===== config.mk =====
export PLATFORM = sky130hd
export DESIGN_NAME = gpio_strobe_port
export DESIGN_NICKNAME = d
export VERILOG_FILES = /design/src/rtl/gpio_sp_pkg.sv /design/src/rtl/gpio_sp_decode.sv /design/src/rtl/gpio_sp_strobe_reg.sv /design/src/rtl/gpio_sp_sync.sv /design/src/rtl/gpio_strobe_port.sv
export SDC_FILE = /design/constraint.sdc
export NUM_CORES = 1
export LEC_CHECK = 0
export BUFFER_PORTS_ARGS = -buffer_cell sky130_fd_sc_hd__buf_4
export CORE_MARGIN = 3
export CORE_UTILIZATION = 42
export CTS_CLUSTER_SIZE = 8
export DETAILED_ROUTE_END_ITERATION = 7
export PLACE_DENSITY_LB_ADDON = 0.05
export SLEW_MARGIN = 40
export SYNTH_ARGS = -nofsm -noshare
export SYNTH_HDL_FRONTEND = slang
export SYNTH_SLANG_ARGS = --single-unit

===== constraint.sdc =====
create_clock -name clk -period 1.1 [get_ports clk]
set_input_delay 0.11 -clock clk [delete_from_list [all_inputs] [get_ports clk]]
set_output_delay 0.11 -clock clk [all_outputs]
set_load 0.03 [all_outputs]

===== src/rtl/gpio_sp_pkg.sv =====
package gpio_sp_pkg;

   // Byte offsets; software depends on these exact values.
   localparam logic [7:0] OFS_SET = 8'h00;
   localparam logic [7:0] OFS_CLR = 8'h10;
   localparam logic [7:0] OFS_DRV = 8'h20;
   localparam logic [7:0] OFS_HIZ = 8'h30;
   localparam logic [7:0] OFS_LVL = 8'h40;

   typedef enum logic [2:0] {
      ACC_NONE,
      ACC_SET,
      ACC_CLR,
      ACC_DRV,
      ACC_HIZ,
      ACC_LVL
   } acc_kind_e;

endpackage


===== src/rtl/gpio_sp_decode.sv =====
module gpio_sp_decode
   import gpio_sp_pkg::*;
#(
   parameter int ADDR_W = 8
) (
   input  logic [ADDR_W-1:0] addr,
   output acc_kind_e         kind
);

   always_comb begin
      if      (addr == ADDR_W'(OFS_SET)) kind = ACC_SET;
      else if (addr == ADDR_W'(OFS_CLR)) kind = ACC_CLR;
      else if (addr == ADDR_W'(OFS_DRV)) kind = ACC_DRV;
      else if (addr == ADDR_W'(OFS_HIZ)) kind = ACC_HIZ;
      else if (addr == ADDR_W'(OFS_LVL)) kind = ACC_LVL;
      else                               kind = ACC_NONE;
   end

endmodule


===== src/rtl/gpio_sp_strobe_reg.sv =====
module gpio_sp_strobe_reg #(
   parameter int WIDTH = 32
) (
   input  logic             clk,
   input  logic             rst_n,
   input  logic             hi_stb,
   input  logic             lo_stb,
   input  logic [WIDTH-1:0] mask,
   output logic [WIDTH-1:0] q
);

   for (genvar g = 0; g < WIDTH; g++) begin : g_bit
      always_ff @(posedge clk) begin
         if (!rst_n)                   q[g] <= 1'b0;
         else if (hi_stb && mask[g])   q[g] <= 1'b1;
         else if (lo_stb && mask[g])   q[g] <= 1'b0;
      end
   end

endmodule


===== src/rtl/gpio_sp_sync.sv =====
module gpio_sp_sync #(
   parameter int WIDTH  = 32,
   parameter int STAGES = 2
) (
   input  logic             clk,
   input  logic             rst_n,
   input  logic [WIDTH-1:0] d,
   output logic [WIDTH-1:0] q
);

   logic [WIDTH-1:0] chain_q [STAGES];

   always_ff @(posedge clk) begin
      if (!rst_n) begin
         for (int i = 0; i < STAGES; i++) chain_q[i] <= '0;
      end else begin
         chain_q[0] <= d;
         for (int i = 1; i < STAGES; i++) chain_q[i] <= chain_q[i-1];
      end
   end

   assign q = chain_q[STAGES-1];

endmodule


===== src/rtl/gpio_strobe_port.sv =====
module gpio_strobe_port
   import gpio_sp_pkg::*;
#(
   parameter int NUM_PINS    = 32,
   parameter int DATA_W      = 32,
   parameter int ADDR_W      = 8,
   parameter int SYNC_STAGES = 2
) (
   input  logic                clk,
   input  logic                rst_n,
   input  logic [ADDR_W-1:0]   bus_addr,
   input  logic                bus_wr,
   input  logic [DATA_W-1:0]   bus_wdata,
   output logic [DATA_W-1:0]   bus_rdata,
   output logic [NUM_PINS-1:0] pad_out,
   output logic [NUM_PINS-1:0] pad_oe,
   input  logic [NUM_PINS-1:0] pad_in
);

   localparam int PAD_W = DATA_W - NUM_PINS;

   if (NUM_PINS < 1 || NUM_PINS > DATA_W) begin : g_bad_pins
      $error("NUM_PINS must be in 1..DATA_W");
   end
   if (ADDR_W < 7) begin : g_bad_addr
      $error("ADDR_W must reach offset 0x40");
   end
   if (SYNC_STAGES < 2) begin : g_bad_sync
      $error("SYNC_STAGES must be at least 2");
   end

   acc_kind_e           kind;
   logic [NUM_PINS-1:0] mask;
   logic [NUM_PINS-1:0] lvl_q;

   gpio_sp_decode #(.ADDR_W(ADDR_W)) u_dec (
      .addr (bus_addr),
      .kind (kind)
   );

   assign mask = bus_wdata[NUM_PINS-1:0];

   gpio_sp_strobe_reg #(.WIDTH(NUM_PINS)) u_val (
      .clk    (clk),
      .rst_n  (rst_n),
      .hi_stb (bus_wr && kind == ACC_SET),
      .lo_stb (bus_wr && kind == ACC_CLR),
      .mask   (mask),
      .q      (pad_out)
   );

   gpio_sp_strobe_reg #(.WIDTH(NUM_PINS)) u_drv (
      .clk    (clk),
      .rst_n  (rst_n),
      .hi_stb (bus_wr && kind == ACC_DRV),
      .lo_stb (bus_wr && kind == ACC_HIZ),
      .mask   (mask),
      .q      (pad_oe)
   );

   gpio_sp_sync #(.WIDTH(NUM_PINS), .STAGES(SYNC_STAGES)) u_sync (
      .clk   (clk),
      .rst_n (rst_n),
      .d     (pad_in),
      .q     (lvl_q)
   );

   if (PAD_W > 0) begin : g_rd_pad
      assign bus_rdata = (kind == ACC_LVL) ? {{PAD_W{1'b0}}, lvl_q} : '0;
   end else begin : g_rd_full
      assign bus_rdata = (kind == ACC_LVL) ? lvl_q : '0;
   end

endmodule


==> out/qor.txt, run 1 <==
status = finished with violations
failing checks = setup timing
CP arrival = 1270 ps
crit path kind = in -> out
Vias = 4,167
unrepaired setup endpoints after global routing = yes
Starting Density = 44.27%
grt ovf = 0
Critical Path End Type = output port
Hold Vio Cnt, Final = 0
root buf cell = clkbuf_8
syn_nets = 479
Worst Setup EP = bus_rdata[5]
post-layout util = 77.58%
Avg Cell Area, Syn = 10.96 um^2
placed cells = 685
final-stage net count = 728
share of layout cells above drive strength 1 = 51.43%
pwr/cell area = 1402 nW/um^2
Final Cycle Share = 125.2%
Pleak = 3.186 nW
port bufs = 170
count of yosys warnings during synthesis = 0
FF+latch count, synth = 128
Post-Syn Instances = 404
largest net degree at the start of global routing = 65
Worst Hold Depth = 3
area leader, netlist = dfxtp_1
Worst Path Required = 990 ps
crit path launch = bus_addr[5]
TritonCTS clock tree = yes
area grow syn2layout = 75.24%
Worst-path clk slew = 60 ps
Post-synth EDFFs = 0
Worst setup SP type = input pin
flop-to-flop setup slack = 160 ps
sequential fraction of the synthesis area = 57.89%
GRT Total Usage = 21.64%
Row Count = 36
Worst Tran Pin Value = 689.4 ps
Clock Sink Count = 128
clock skew = 6.419 ps
CP max FO = 9
first-pass GRT wire length = 20,100 um
drt pass-1 iters = 4
Skew-Pair Late Insertion Delay = 500 ps
vias in the first global route = 4,022
1st-iter DRT viols = 229
R2R depth = 4
DRC errors left = 0
max-cap violations = 0
Die Span X = 108.7 um
TNS Setup = -8290 ps
Fmax = 726.1 MHz
WL/cell = 16.08 um
Final ANT Viol Nets = 0
top post-synthesis cells by area = dfxtp_1, and2_1, a311oi_1
minimum clock period after layout = 1377 ps
Antenna diodes = 0
clock buffer depth = 2
Core Area = 10000 um^2
DIE AREA = 11,810 um^2
r2r endpoint = u_val.q[25]
most common cell in the netlist = dfxtp_1
Non-Filler Instances = 798
Primary FF master, synth = dfxtp_1
Max IR drop VDD = 0.0008871 V
Final Power = 0.01087 W
count of different cell masters after synthesis = 14
RR Startpoint = u_val.q[25]
Top Ports = 171
HP Class = in -> reg
final worst slack = -277.3 ps
number of CTS-inserted buffers = 17
gpl congestion = 0.7520
Synth Cell Area = 4427 um^2
DPL Wire Length = 7655 um
commonest cells in the netlist = dfxtp_1, and2_1, a311oi_1, a31oi_1, clkbuf_1
drt via density = 5.222
routed wire length = 12,830 um
ys async rst share = 0%
Pins Over Slew Limit = 0
Die Ht = 108.7 um
htree depth = 4
Max transition margin = 54.04%
initial antenna violation count = 0
count of final setup violators = 32
post-synth top area share = 57.89%
-- cell type report --
class,instances,area [um^2]
Sequential cell,128,2643
Timing Repair Buffer,274,2639
Fill cell,617,2242
Multi-Input combinational cell,231,1735
Clock buffer,17,414.1
Tap cell,133,166.4
Clock inverter,14,156.4
Inverter,1,3.754
-- layer usage --
| layer | routed length [um] | track usage [%] |
|---|---|---|
| met5 | 0 | 0 |
| met1 | 5418 | 27.60 |
| met3 | 916 | 6.039 |
| met4 | 112 | 6.041 |
| met2 | 6387 | 36.01 |
-- state kept, by name, summed over array words and instances, names as in the netlist --
name / count
u_drv.q: 32
u_val.q: 32
u_sync.chain_q: 64
-- worst min path at each step --
stage / from / end / slack [ps]
2_1_floorplan: bus_wdata[0] / u_drv.q[0] / 230
3_3_place_gp: pad_in[11] / u_sync.chain_q[0][11] / 310
3_5_place_dp: pad_in[31] / u_sync.chain_q[0][31] / 320
4_1_cts: rst_n / u_val.q[19] / 20
5_1_grt: rst_n / u_drv.q[13] / 40
6_report: rst_n / u_val.q[19] / 60
-- per-stage QoR --
step / instance area (um^2) / hold WS, ps / setup WS (ps)
floorplan: 4576 / 226.5 / -119.4
global placement: 5996 / 315.0 / -312.1
detailed placement: 5996 / 320.3 / -337.2
CTS: 7667 / 18.60 / -291.2
global route: 7757 / 36.69 / -350.5
finish: 7757 / 63.90 / -277.3
-- cell families (layout without fill, tap and decap cells) --
group	count (synthesis)	count (layout)	synth area share, %
compound gates	128	128	21.71
flops	128	128	57.89
simple gates	103	103	15.52
buf+inv	45	306	4.890
-- power by group --
part	internal, W	switching (W)
Clock	0.00324	0.00207
Combinational	0.000450	0.000332
Sequential	0.00475	0.0000292
-- worst max-delay path, stage by stage --
cell and delay, ps:
buf_6 100, nor4_4 270, and4b_2 310, buf_4 180, and2_4 150, buf_4 150
-- cells in the final DEF (no fill, tap or decap), types with 7 or more instances in the layout --
cell             n
buf_12           7
a311oi_1        64
and2_1          66
buf_4          114
dfxtp_2         64
buf_6           89
dlygate4sd3_1   64
and2_4          30
a31oi_1         64
dfxtp_1         64
clkbuf_16       16
-- repair_timing --
item | in CTS | in global routing
endpoints found under the hold margin | 96 | 0
setup buffers | 6 | 12
setup endpoints to repair | 96 | 96
pin swaps | 1 | 1
gates cloned | 0 | 0
hold buffers | 64 | 0
gates resized for setup | 154 | 0
(Power assumes the default switching activity.)
==> run 2, diff against run 1 <==
- CAP_MARGIN: default -> 25
- SETUP_SLACK_MARGIN: default -> 0.3
==> run 2 against run 1 <==
Sequential cell count did not move; utilization rose by 13 points; die area did not move; non-clock buffer count rose by 24; sequential power barely moved; global-route usage rose by 3.8 points; worst setup slack got worse by 55 ps; critical path depth did not move; power rose by 2.8%; combinational power rose by 38%; clock power barely moved; the flow still finishes with violations (setup timing).
==> out/qor.txt, run 2 (synthesis gave the netlist of run 1 again) <==
status = finished with violations
failing checks = setup timing
Max transition margin = 49.79%
DRC errors left = 0
most frequent cells in the layout = buf_6, buf_4, dlygate4sd3_1, and2_1, dfxtp_1
initial antenna violation count = 0
Biggest register = u_sync.chain_q
CP arrival = 1320 ps
max reg flops = 64
Clk pwr share = 47.7%
Clock Sink Count = 128
Reg power frac = 42.6%
biggest regs = u_sync.chain_q (64), u_drv.q (32), u_val.q (32)
hold path start = rst_n
Crit-path slowest cell = and4b_1
Core Area = 10000 um^2
GRT Total Usage = 25.42%
routed wire length = 20,520 um
Row Count = 36
drt pass-1 iters = 5
Worst Hold Depth = 3
Critical Path End Type = output port
Worst-path clk slew = 60 ps
post-route design area = 9082 um^2
Skew-Pair Late Insertion Delay = 510 ps
Worst path top cell family by delay = simple AND/OR/NAND/NOR gates
crit path kind = in -> out
htree depth = 4
vias in the first global route = 4,471
Pleak = 3.551 nW
Worst setup SP type = input pin
Buf/Inv on CP = 3
combinational power share = 9.6%
Final ANT Viol Nets = 0
RR Startpoint = u_drv.q[29]
HP Class = in -> reg
Final Cycle Share = 130.2%
clock skew = 11.09 ps
area grow syn2layout = 105.2%
largest net degree at the start of global routing = 65
Pins Over Slew Limit = 0
share of layout cells above drive strength 1 = 64.93%
TritonCTS clock tree = yes
Hold Slack = 99.90 ps
max-cap violations = 0
CP Cell Sequence = buf_8 -> nor4_4 -> and4b_1 -> buf_12 -> and2_2 -> buf_6
clock buffer depth = 2
unrepaired setup endpoints after global routing = yes
CP max FO = 32
minimum clock period after layout = 1433 ps
Max IR drop VDD = 0.001119 V
gpl congestion = 0.7253
port bufs = 170
Fmax = 698.0 MHz
Internal Power = 0.008322 W
WL/cell = 24.93 um
final worst slack = -332.7 ps
DP Area = 5976 um^2
pwr/cell area = 1231 nW/um^2
drt via density = 5.905
Vias = 4,860
Sw Pwr = 0.002857 W
Worst Path Required = 990 ps
R2R depth = 4
critical path's largest stage delay = 300 ps
flop-to-flop setup slack = 20 ps
DPL Wire Length = 7646 um
commonest non-fill, non-tap cell in the layout = buf_6
Die Span X = 108.7 um
Die Ht = 108.7 um
number of CTS-inserted buffers = 17
Top Ports = 171
Starting Density = 44.27%
r2r endpoint = u_drv.q[29]
Worst Tran Pin Value = 753.2 ps
hold endpoint = u_sync.chain_q[0][33]
first-pass GRT wire length = 23,070 um
sw frac = 25.56%
DIE AREA = 11,810 um^2
final-stage net count = 752
grt ovf = 0
root buf cell = clkbuf_8
count of final setup violators = 72
Antenna diodes = 0
1st-iter DRT viols = 387
final-layout fill cell count = 356
Hold Vio Cnt, Final = 0
[run 2: cell count changes in the layout (fill, tap and decap cells not counted), sizes merged]
cell / previous run / this run
bufinv: 2 / 1
clkbuf: 17 / 25
clkinvlp: 4 / 5
buf: 210 / 226
dlygate4sd3: 64 / 65
[run 2: worst max path at each step]
stage	endpoint	start	cells past startpoint
detailed placement	u_val.q[3]	bus_addr[5]	6
floorplan	bus_rdata[10]	bus_addr[5]	4
CTS	bus_rdata[31]	bus_addr[5]	6
global placement	u_drv.q[26]	bus_addr[7]	6
finish	bus_rdata[31]	bus_addr[5]	6
global route	bus_rdata[31]	bus_addr[5]	6
[run 2: worst min-delay path: cells and delay by family]
| kind | cells | cell delay, ps |
|---|---|---|
| buf+inv | 2 | 320 |
| simple gates | 1 | 140 |
[run 2: per-layer routing]
layer  part of all wire (%)  vias to the layer above  GRT usage [%]
met5                      0                        -              0
met4                    6.1                        0          11.45
met3                    8.5                      108          7.519
met2                     49                      342          45.32
met1                     36                     2330          27.80
li1                       -                     2080              -
[run 2: per-stage QoR]
| step | worst slack (ps) | util [%] | total power [W] | std cells | setup TNS, ps |
|---|---|---|---|---|---|
| detailed placement | -350.3 | 59.76 | 0.005456 | 684 | -28600 |
| global route | -369.4 | 90.83 | 0.01143 | 823 | -13110 |
| floorplan | -119.4 | - | 0.005103 | 404 | -3592 |
| global placement | -298.2 | 59.76 | 0.005445 | 684 | -26990 |
| finish | -332.7 | 90.83 | 0.01118 | 823 | -10730 |
| CTS | -275.2 | 81.32 | 0.01086 | 803 | -8424 |
[run 2: layout make-up]
class                   count  area (um^2)  area share [%]
clock buffers              18        417.9           4.601
clock inverters            14        133.9           1.474
inverters                   1        3.754         0.04133
multi-input cells         231         2404           26.46
flip-flops and latches    128         2663           29.32
well taps                 133        166.4           1.832
repair buffers            298         3294           36.27
[run 2: power groups by stage]
stage	Clock [W]	Combinational, W	Sequential [W]
after floorplan	0	0.000223	0.00488
after global placement	0	0.000564	0.00488
after detailed placement	0	0.000577	0.00488
after CTS	0.00522	0.000863	0.00478
after global routing	0.00554	0.00112	0.00477
final	0.00534	0.00108	0.00477
[run 2: what timing repair did]
action / 4_1_cts / 5_1_grt
hold buffers: 65 / 0
endpoints found under the hold margin: 102 / 0
setup endpoints to repair: 160 / 160
gates resized for setup: 212 / 102
cloned: 8 / 7
pin swaps: 30 / 59
buffers inserted: 14 / 13
